**src/rtl/mtc_pkg.sv**
```systemverilog
package mtc_pkg;
  localparam int WAYS  = 4;
  localparam int WAY_W = 2;

  typedef enum logic [1:0] {
    RK_HIT   = 2'd0,
    RK_ALIAS = 2'd1,
    RK_FILL  = 2'd2
  } resp_kind_e;

  // lowest set bit of a way vector
  function automatic logic [WAY_W-1:0] first_way(input logic [WAYS-1:0] v);
    logic [WAY_W-1:0] r;
    r = '0;
    for (int i = WAYS - 1; i >= 0; i--) begin
      if (v[i]) r = WAY_W'(i);
    end
    return r;
  endfunction
endpackage

```
**src/rtl/mtc_way_cmp.sv**
```systemverilog
module mtc_way_cmp #(
  parameter int UTAG_W = 4,
  parameter int PTAG_W = 20
) (
  input  logic              lk_valid,
  input  logic [UTAG_W-1:0] lk_utag,
  input  logic [UTAG_W-1:0] req_utag,
  input  logic              chk_valid,
  input  logic [PTAG_W-1:0] chk_ptag,
  input  logic [PTAG_W-1:0] cur_ptag,
  output logic              utag_hit,
  output logic              ptag_hit
);
  // narrow compare sits on the data-out path, wide compare one cycle later
  assign utag_hit = lk_valid && (lk_utag == req_utag);
  assign ptag_hit = chk_valid && (chk_ptag == cur_ptag);
endmodule

```
**src/rtl/mtc_plru.sv**
```systemverilog
module mtc_plru #(
  parameter int SETS = 16,
  localparam int IDX_W = $clog2(SETS)
) (
  input  logic                      clk,
  input  logic                      rst_n,
  input  logic                      touch_en,
  input  logic [IDX_W-1:0]          touch_set,
  input  logic [mtc_pkg::WAY_W-1:0] touch_way,
  input  logic [IDX_W-1:0]          rd_set,
  output logic [mtc_pkg::WAY_W-1:0] victim_way
);
  logic [2:0] bits_q [SETS];
  logic [2:0] rd_bits;

  assign rd_bits    = bits_q[rd_set];
  // bit0 chooses the half, bit1/bit2 the way inside it
  assign victim_way = rd_bits[0] ? {1'b1, rd_bits[2]} : {1'b0, rd_bits[1]};

  always_ff @(posedge clk or negedge rst_n) begin
    if (!rst_n) begin
      for (int s = 0; s < SETS; s++) bits_q[s] <= 3'b000;
    end else if (touch_en) begin
      bits_q[touch_set][0] <= ~touch_way[1];
      if (touch_way[1]) bits_q[touch_set][2] <= ~touch_way[0];
      else              bits_q[touch_set][1] <= ~touch_way[0];
    end
  end

  // right after a touch the tree never names the touched way
  a_r10_plru_points_away: assert property (@(posedge clk) disable iff (!rst_n)
    (touch_en && rd_set == touch_set) |=>
      ($stable(rd_set) -> victim_way != $past(touch_way)));
endmodule

```
**src/rtl/mtc_victim.sv**
```systemverilog
module mtc_victim (
  input  logic [mtc_pkg::WAYS-1:0]  utag_match,
  input  logic [mtc_pkg::WAYS-1:0]  line_valid,
  input  logic [mtc_pkg::WAY_W-1:0] plru_way,
  output logic [mtc_pkg::WAY_W-1:0] victim
);
  import mtc_pkg::*;
  // a microtag twin must go first, then free ways, then the tree
  always_comb begin
    if (|utag_match)       victim = first_way(utag_match);
    else if (&line_valid)  victim = plru_way;
    else                   victim = first_way(~line_valid);
  end
endmodule

```
**src/rtl/mtc_lookup.sv**
```systemverilog
module mtc_lookup #(
  parameter int SETS     = 16,
  parameter int UTAG_W   = 4,
  parameter int PTAG_W   = 20,
  parameter int OFFSET_W = 6,
  parameter int VA_W     = 32
) (
  input  logic              clk,
  input  logic              rst_n,
  input  logic              req_valid_i,
  output logic              req_ready_o,
  input  logic [VA_W-1:0]   req_vaddr_i,
  output logic [3:0]        early_way_o,
  input  logic [PTAG_W-1:0] ptag_i,
  output logic              resp_valid_o,
  output logic [1:0]        resp_kind_o,
  output logic [1:0]        resp_way_o,
  output logic              miss_valid_o,
  output logic [1:0]        miss_way_o,
  input  logic              fill_valid_i,
  output logic              fill_ready_o
);
  import mtc_pkg::*;
  localparam int IDX_W  = $clog2(SETS);
  localparam int UTAG_LO = OFFSET_W + IDX_W;

  logic [WAYS-1:0]   valid_q [SETS];
  logic [UTAG_W-1:0] utag_q  [SETS][WAYS];
  logic [PTAG_W-1:0] ptag_q  [SETS][WAYS];

  logic              b_valid_q;
  logic [IDX_W-1:0]  b_idx_q;
  logic [UTAG_W-1:0] b_utag_q;
  logic [WAYS-1:0]   b_uway_q;
  logic [PTAG_W-1:0] b_ptag_q;
  logic              wait_q;
  logic [WAY_W-1:0]  vic_q;

  logic [IDX_W-1:0]  req_idx;
  logic [UTAG_W-1:0] req_utag;
  logic [WAYS-1:0]   uhit, phit;
  logic              accept, chk_hit, chk_alias, chk_miss, fill_fire;
  logic [WAY_W-1:0]  uway_idx, alias_way, victim, plru_way;
  logic              unused_vaddr;

  assign req_idx      = req_vaddr_i[OFFSET_W +: IDX_W];
  assign req_utag     = req_vaddr_i[UTAG_LO +: UTAG_W];
  assign unused_vaddr = ^req_vaddr_i;

  for (genvar w = 0; w < WAYS; w++) begin : g_way
    mtc_way_cmp #(.UTAG_W(UTAG_W), .PTAG_W(PTAG_W)) u_cmp (
      .lk_valid (valid_q[req_idx][w]),
      .lk_utag  (utag_q[req_idx][w]),
      .req_utag (req_utag),
      .chk_valid(valid_q[b_idx_q][w]),
      .chk_ptag (ptag_q[b_idx_q][w]),
      .cur_ptag (ptag_i),
      .utag_hit (uhit[w]),
      .ptag_hit (phit[w])
    );
  end

  assign req_ready_o  = !wait_q && !b_valid_q;
  assign accept       = req_valid_i && req_ready_o;
  assign early_way_o  = req_valid_i ? uhit : '0;

  // check stage: confirm the early way, else search the set for an alias
  assign chk_hit   = b_valid_q && |(b_uway_q & phit);
  assign chk_alias = b_valid_q && !chk_hit && |phit;
  assign chk_miss  = b_valid_q && !chk_hit && !chk_alias;
  assign uway_idx  = first_way(b_uway_q);
  assign alias_way = first_way(phit);
  assign fill_fire = wait_q && fill_valid_i;

  mtc_victim u_victim (
    .utag_match(b_uway_q),
    .line_valid(valid_q[b_idx_q]),
    .plru_way  (plru_way),
    .victim    (victim)
  );

  always_comb begin
    resp_valid_o = 1'b0;
    resp_kind_o  = RK_HIT;
    resp_way_o   = uway_idx;
    if (chk_hit) begin
      resp_valid_o = 1'b1;
    end else if (chk_alias) begin
      resp_valid_o = 1'b1;
      resp_kind_o  = RK_ALIAS;
      resp_way_o   = alias_way;
    end else if (fill_fire) begin
      resp_valid_o = 1'b1;
      resp_kind_o  = RK_FILL;
      resp_way_o   = vic_q;
    end
  end

  mtc_plru #(.SETS(SETS)) u_plru (
    .clk       (clk),
    .rst_n     (rst_n),
    .touch_en  (resp_valid_o),
    .touch_set (b_idx_q),
    .touch_way (resp_way_o),
    .rd_set    (b_idx_q),
    .victim_way(plru_way)
  );

  assign miss_valid_o = wait_q;
  assign miss_way_o   = vic_q;
  assign fill_ready_o = wait_q;

  always_ff @(posedge clk or negedge rst_n) begin
    if (!rst_n) begin
      b_valid_q <= 1'b0;
      b_idx_q   <= '0;
      b_utag_q  <= '0;
      b_uway_q  <= '0;
      b_ptag_q  <= '0;
      wait_q    <= 1'b0;
      vic_q     <= '0;
      for (int s = 0; s < SETS; s++) begin
        valid_q[s] <= '0;
        for (int w = 0; w < WAYS; w++) begin
          utag_q[s][w] <= '0;
          ptag_q[s][w] <= '0;
        end
      end
    end else begin
      b_valid_q <= accept;
      if (accept) begin
        b_idx_q  <= req_idx;
        b_utag_q <= req_utag;
        b_uway_q <= uhit;
      end
      if (chk_alias) begin
        // retag the alias, drop the line that held the new microtag
        utag_q[b_idx_q][alias_way] <= b_utag_q;
        if (|b_uway_q) valid_q[b_idx_q][uway_idx] <= 1'b0;
      end
      if (chk_miss) begin
        wait_q   <= 1'b1;
        vic_q    <= victim;
        b_ptag_q <= ptag_i;
      end
      if (fill_fire) begin
        wait_q                  <= 1'b0;
        valid_q[b_idx_q][vic_q] <= 1'b1;
        utag_q[b_idx_q][vic_q]  <= b_utag_q;
        ptag_q[b_idx_q][vic_q]  <= b_ptag_q;
      end
    end
  end

  a_r8_early_unique: assert property (@(posedge clk) disable iff (!rst_n)
    accept |-> $onehot0(early_way_o));

  a_r3_no_false_hit: assert property (@(posedge clk) disable iff (!rst_n)
    (b_valid_q && |b_uway_q && !(|(b_uway_q & phit)))
      |-> !(resp_valid_o && resp_kind_o == RK_HIT));

  a_r5_miss_stalls: assert property (@(posedge clk) disable iff (!rst_n)
    miss_valid_o |-> !req_ready_o);

  a_r4_alias_no_refill: assert property (@(posedge clk) disable iff (!rst_n)
    (resp_valid_o && resp_kind_o == RK_ALIAS) |=> (!miss_valid_o && req_ready_o));

  a_r7_fill_releases: assert property (@(posedge clk) disable iff (!rst_n)
    (fill_valid_i && fill_ready_o) |=> (req_ready_o && !miss_valid_o));

  a_r11_resp_follows_accept: assert property (@(posedge clk) disable iff (!rst_n)
    (resp_valid_o && resp_kind_o != RK_FILL) |-> $past(req_valid_i && req_ready_o));
endmodule

```
**config.mk**
```make
export PLATFORM = sky130hd
export DESIGN_NAME = mtc_lookup
export DESIGN_NICKNAME = d
export VERILOG_FILES = /design/src/rtl/mtc_pkg.sv /design/src/rtl/mtc_way_cmp.sv /design/src/rtl/mtc_plru.sv /design/src/rtl/mtc_victim.sv /design/src/rtl/mtc_lookup.sv
export SDC_FILE = /design/constraint.sdc
export NUM_CORES = 2
export LEC_CHECK = 0
export BUFFER_PORTS_ARGS = -buffer_cell sky130_fd_sc_hd__buf_2
export CAP_MARGIN = 20
export CORE_ASPECT_RATIO = 0.75
export CORE_UTILIZATION = 40
export CTS_CLUSTER_SIZE = 14
export DETAILED_ROUTE_END_ITERATION = 6
export PLACE_DENSITY = 0.61
export SLEW_MARGIN = 20
export SYNTH_ARGS = -nofsm -noshare
export SYNTH_HDL_FRONTEND = slang
export SYNTH_HIERARCHICAL = 1
export SYNTH_SLANG_ARGS = --single-unit
```
**constraint.sdc**
```tcl
create_clock -name clk -period 6.2 [get_ports clk]
set_clock_uncertainty 0.05 [all_clocks]
set_input_delay 1.24 -clock clk [delete_from_list [all_inputs] [get_ports clk]]
set_output_delay 1.24 -clock clk [all_outputs]
set_load 0.02 [all_outputs]
```
==> results.py <==
metrics = {
    "run": {
        "cap_violations": 0,
    },
    "outcome": {
        "violations": "negative setup slack",
        "status": "finished with violations",
    },
    "clocking": {
        "path_clk_slew_ps": 70,
        "cts_tree": "built",
        "h-tree-depth": 4,
        "clkLatencyLatePin_ps": 810,
        "clock_sinks": 1684,
        "cts_buffers": 164,
        "cts_buffer_depth": 3,
        "ctsRootBufferMaster": "clkbuf_16",
    },
    "placed_design": {
        "port_buffers": 45,
        "pre_cts_ws_ps": 296,
        "placed_cell_area_mm2": 0.0810,
        "gp_congestion": 0.844,
        "dpl.hpwl_um": 131000,
    },
    "detailed_routing": {
        "wl_per_cell_um": 27.0,
        "via_count": 47200,
        "firstDrtPassIters": 5,
        "wirelength_um": 216000,
        "vias_per_cell": 5.89,
        "ant_nets": 0,
        "drt_iter0_markers": 4320,
        "drc": 0,
    },
    "synthesis": {
        "ys_seq_elements": 1684,
        "synth-seq-area-share_pct": 54.5,
        "synthDistinctLibCells": 60,
        "synth_commonest_cells": "dfrtp_1 (1684), mux2_2 (1370), mux4_2 (421)",
        "syn_avg_cell_area_um2": 14.5,
        "synth_ff_type": "dfrtp_1",
        "synth_area_leaders": "dfrtp_1 (54%), mux2_2 (20%), mux4_2 (12%)",
        "async_flop_share_pct": 100,
        "syn_nets": 5391,
        "yosysMostFrequentCell": "dfrtp_1",
        "yosysWarningCount": 6,
        "synth_edf_count": 0,
        "synthesis.instances": 5335,
        "yosysTopAreaCellShare_pct": 54.5,
        "synth_area_mm2": 0.0774,
        "yosys.area.top_type": "dfrtp_1",
    },
    "sta": {
        "rsz0062_at_grt": "true",
        "setup_viol": 2,
        "fin_ws_ps": -160,
        "tns_ps": -281,
        "period_needed_ps": 6360,
        "hold_violations": 0,
        "fin_crit_sh_pct": 103,
        "slew_violations": 0,
        "tightest_slew_ps": 1180,
        "holdWs_ps": 338,
        "max_freq_mhz": 157,
        "max_slew_margin_pct": 21.4,
    },
    "critical_path": {
        "path_max_fanout": 18,
        "crit_path_end_kind": "output pin",
        "worst-path-buf-inv": 4,
        "required_ps": 4910,
        "crit_family": "simple AND/OR/NAND/NOR gates",
        "slowest_delay_ps": 590,
        "critPathArrivalTime_ps": 5070,
        "path_cells": "buf_4 -> and2_4 -> buf_4 -> a22oi_2 -> nand2_1 -> xor2_1 -> nor4_2 -> nand4_1 -> nor4_4 -> buf_6 -> o41a_1 -> and3_4 -> a31oi_4 -> a32oi_4 -> buf_6",
        "worstSetupPathType": "register to output pin",
        "slowest_stage": "dfrtp_1",
        "cp-start-kind": "register",
    },
    "floorplan": {
        "coreArea_mm2": 0.192,
        "die_w_um": 510,
        "initial_core_util_pct": 40.3,
        "fp.dieH_um": 383,
        "ios": 70,
        "rows": 139,
        "dieArea_mm2": 0.195,
    },
    "hold_path": {
        "min_path_type": "primary input to async pin",
    },
    "power": {
        "ir_drop_v": 0.000415,
        "p_leak_nw": 41.1,
        "p_total_mw": 34.7,
        "p_per_area_mw_per_mm2": 394,
    },
    "final_layout": {
        "finalNetCount": 5398,
        "final_cell_area_mm2": 0.0880,
        "drive_above_1_share_pct": 46.7,
        "syn_to_final_growth_pct": 13.8,
    },
    "global_routing": {
        "antenna_found_initial": 7,
        "grt_usage_pct": 22.4,
        "grt_pass1_vias": 48500,
        "grt_pass1_wl_um": 326000,
        "grt_max_degree": 171,
        "overflow": 0,
    },
}
[final timing paths]
check	from	end	slack [ps]	cells after the start
worst max-delay path	b_idx_q[3]	resp_way_o[0]	-160	15
worst min-delay path	rst_n	ptag_q[277]	340	1
worst max register to register	b_idx_q[3]	u_plru/bits_q[41]	1090	17
worst min register to register	u_plru/bits_q[24]	u_plru/bits_q[24]	420	1
max in group asynchronous	rst_n	ptag_q[688]	4130	3
min in group clk	u_plru/bits_q[24]	u_plru/bits_q[24]	420	1
[power by group]
group | leakage [nW] | internal [mW] | switching, mW
clock network | 2.69 | 5.85 | 4.44
logic | 15.4 | 4.54 | 5.81
registers | 23.0 | 12.8 | 1.19
total | 41.1 | 23.2 | 11.4
[worst register-to-register path: cells and delay by family (launching register included)]
| family | cells | cell delay, ps |
|---|---|---|
| and+or+nand+nor | 7 | 1930 |
| buffers and inverters | 4 | 1400 |
| AOI/OAI and AO/OA | 5 | 950 |
| DFF | 1 | 590 |
| xor gates and xnor gates | 1 | 80 |
[area by class of cell]
cell class                 instances  area, um2
antenna                           10       25.0
clock buffer                     249       4910
clock inverter                    46        552
fill                           16700     104000
inverter                           9       33.8
multi-input combinational       3122      33400
sequential                      1684      42200
tap                             2538       3180
timing repair buffer             361       3800
[per-layer routing]
layer / track usage [%] / wire, um / vias up
met5: 0 / 0 / -
met3: 4.84 / 14600 / 274
met2: 32.6 / 94700 / 1372
met1: 34.0 / 103000 / 25800
li1: - / - / 19800
met4: 5.12 / 4120 / 0
[flip-flops by register name (all words and copies together), names as in the netlist]
| register | cells |
|---|---|
| b_idx_q | 4 |
| b_ptag_q | 20 |
| b_utag_q | 4 |
| b_uway_q | 4 |
| b_valid_q | 1 |
| fill_ready_o | 1 |
| miss_way_o | 2 |
| ptag_q | 1280 |
| u_plru/bits_q | 48 |
| utag_q | 256 |
| valid_q | 64 |
[through the flow]
stage               std cells  util (%)
floorplan                5335         -
global placement         7639      42.2
detailed placement       7639      42.2
CTS                      8003      45.8
global route             8011      45.9
finish                   8019      45.9
[repair_timing]
item,in CTS,in global routing
hold buffers,0,0
setup buffers,57,8
gates resized for setup,100,20
setup endpoints to repair,5,5
pin swaps,36,21
gates cloned,12,1
[placed cells by master, fill, tap and decap left out, drive strengths merged, types with 3 or more instances in the layout]
cell	count
dfrtp	1684
mux2	1379
mux4	428
o21ai	388
buf	355
nand2	318
clkbuf	250
a22oi	212
nor2	69
o2bb2ai	60
xnor2	52
xor2	44
nand3	31
clkinv	28
nand4	19
o31ai	17
nor4	17
a21o	16
inv	15
nor2b	11
diode	10
bufinv	9
nand2b	8
and2	8
nor3	8
mux2i	6
bufbuf	5
a41oi	4
a41o	3
clkinvlp	3
[kinds of logic after synthesis]
group	synth area share (%)
compound gates	5.79
xor+xnor	1.09
buf+inv	3.07
flops	54.5
mux	32.6
simple gates	2.96
No activity file was read; power rests on OpenSTA's default activity.
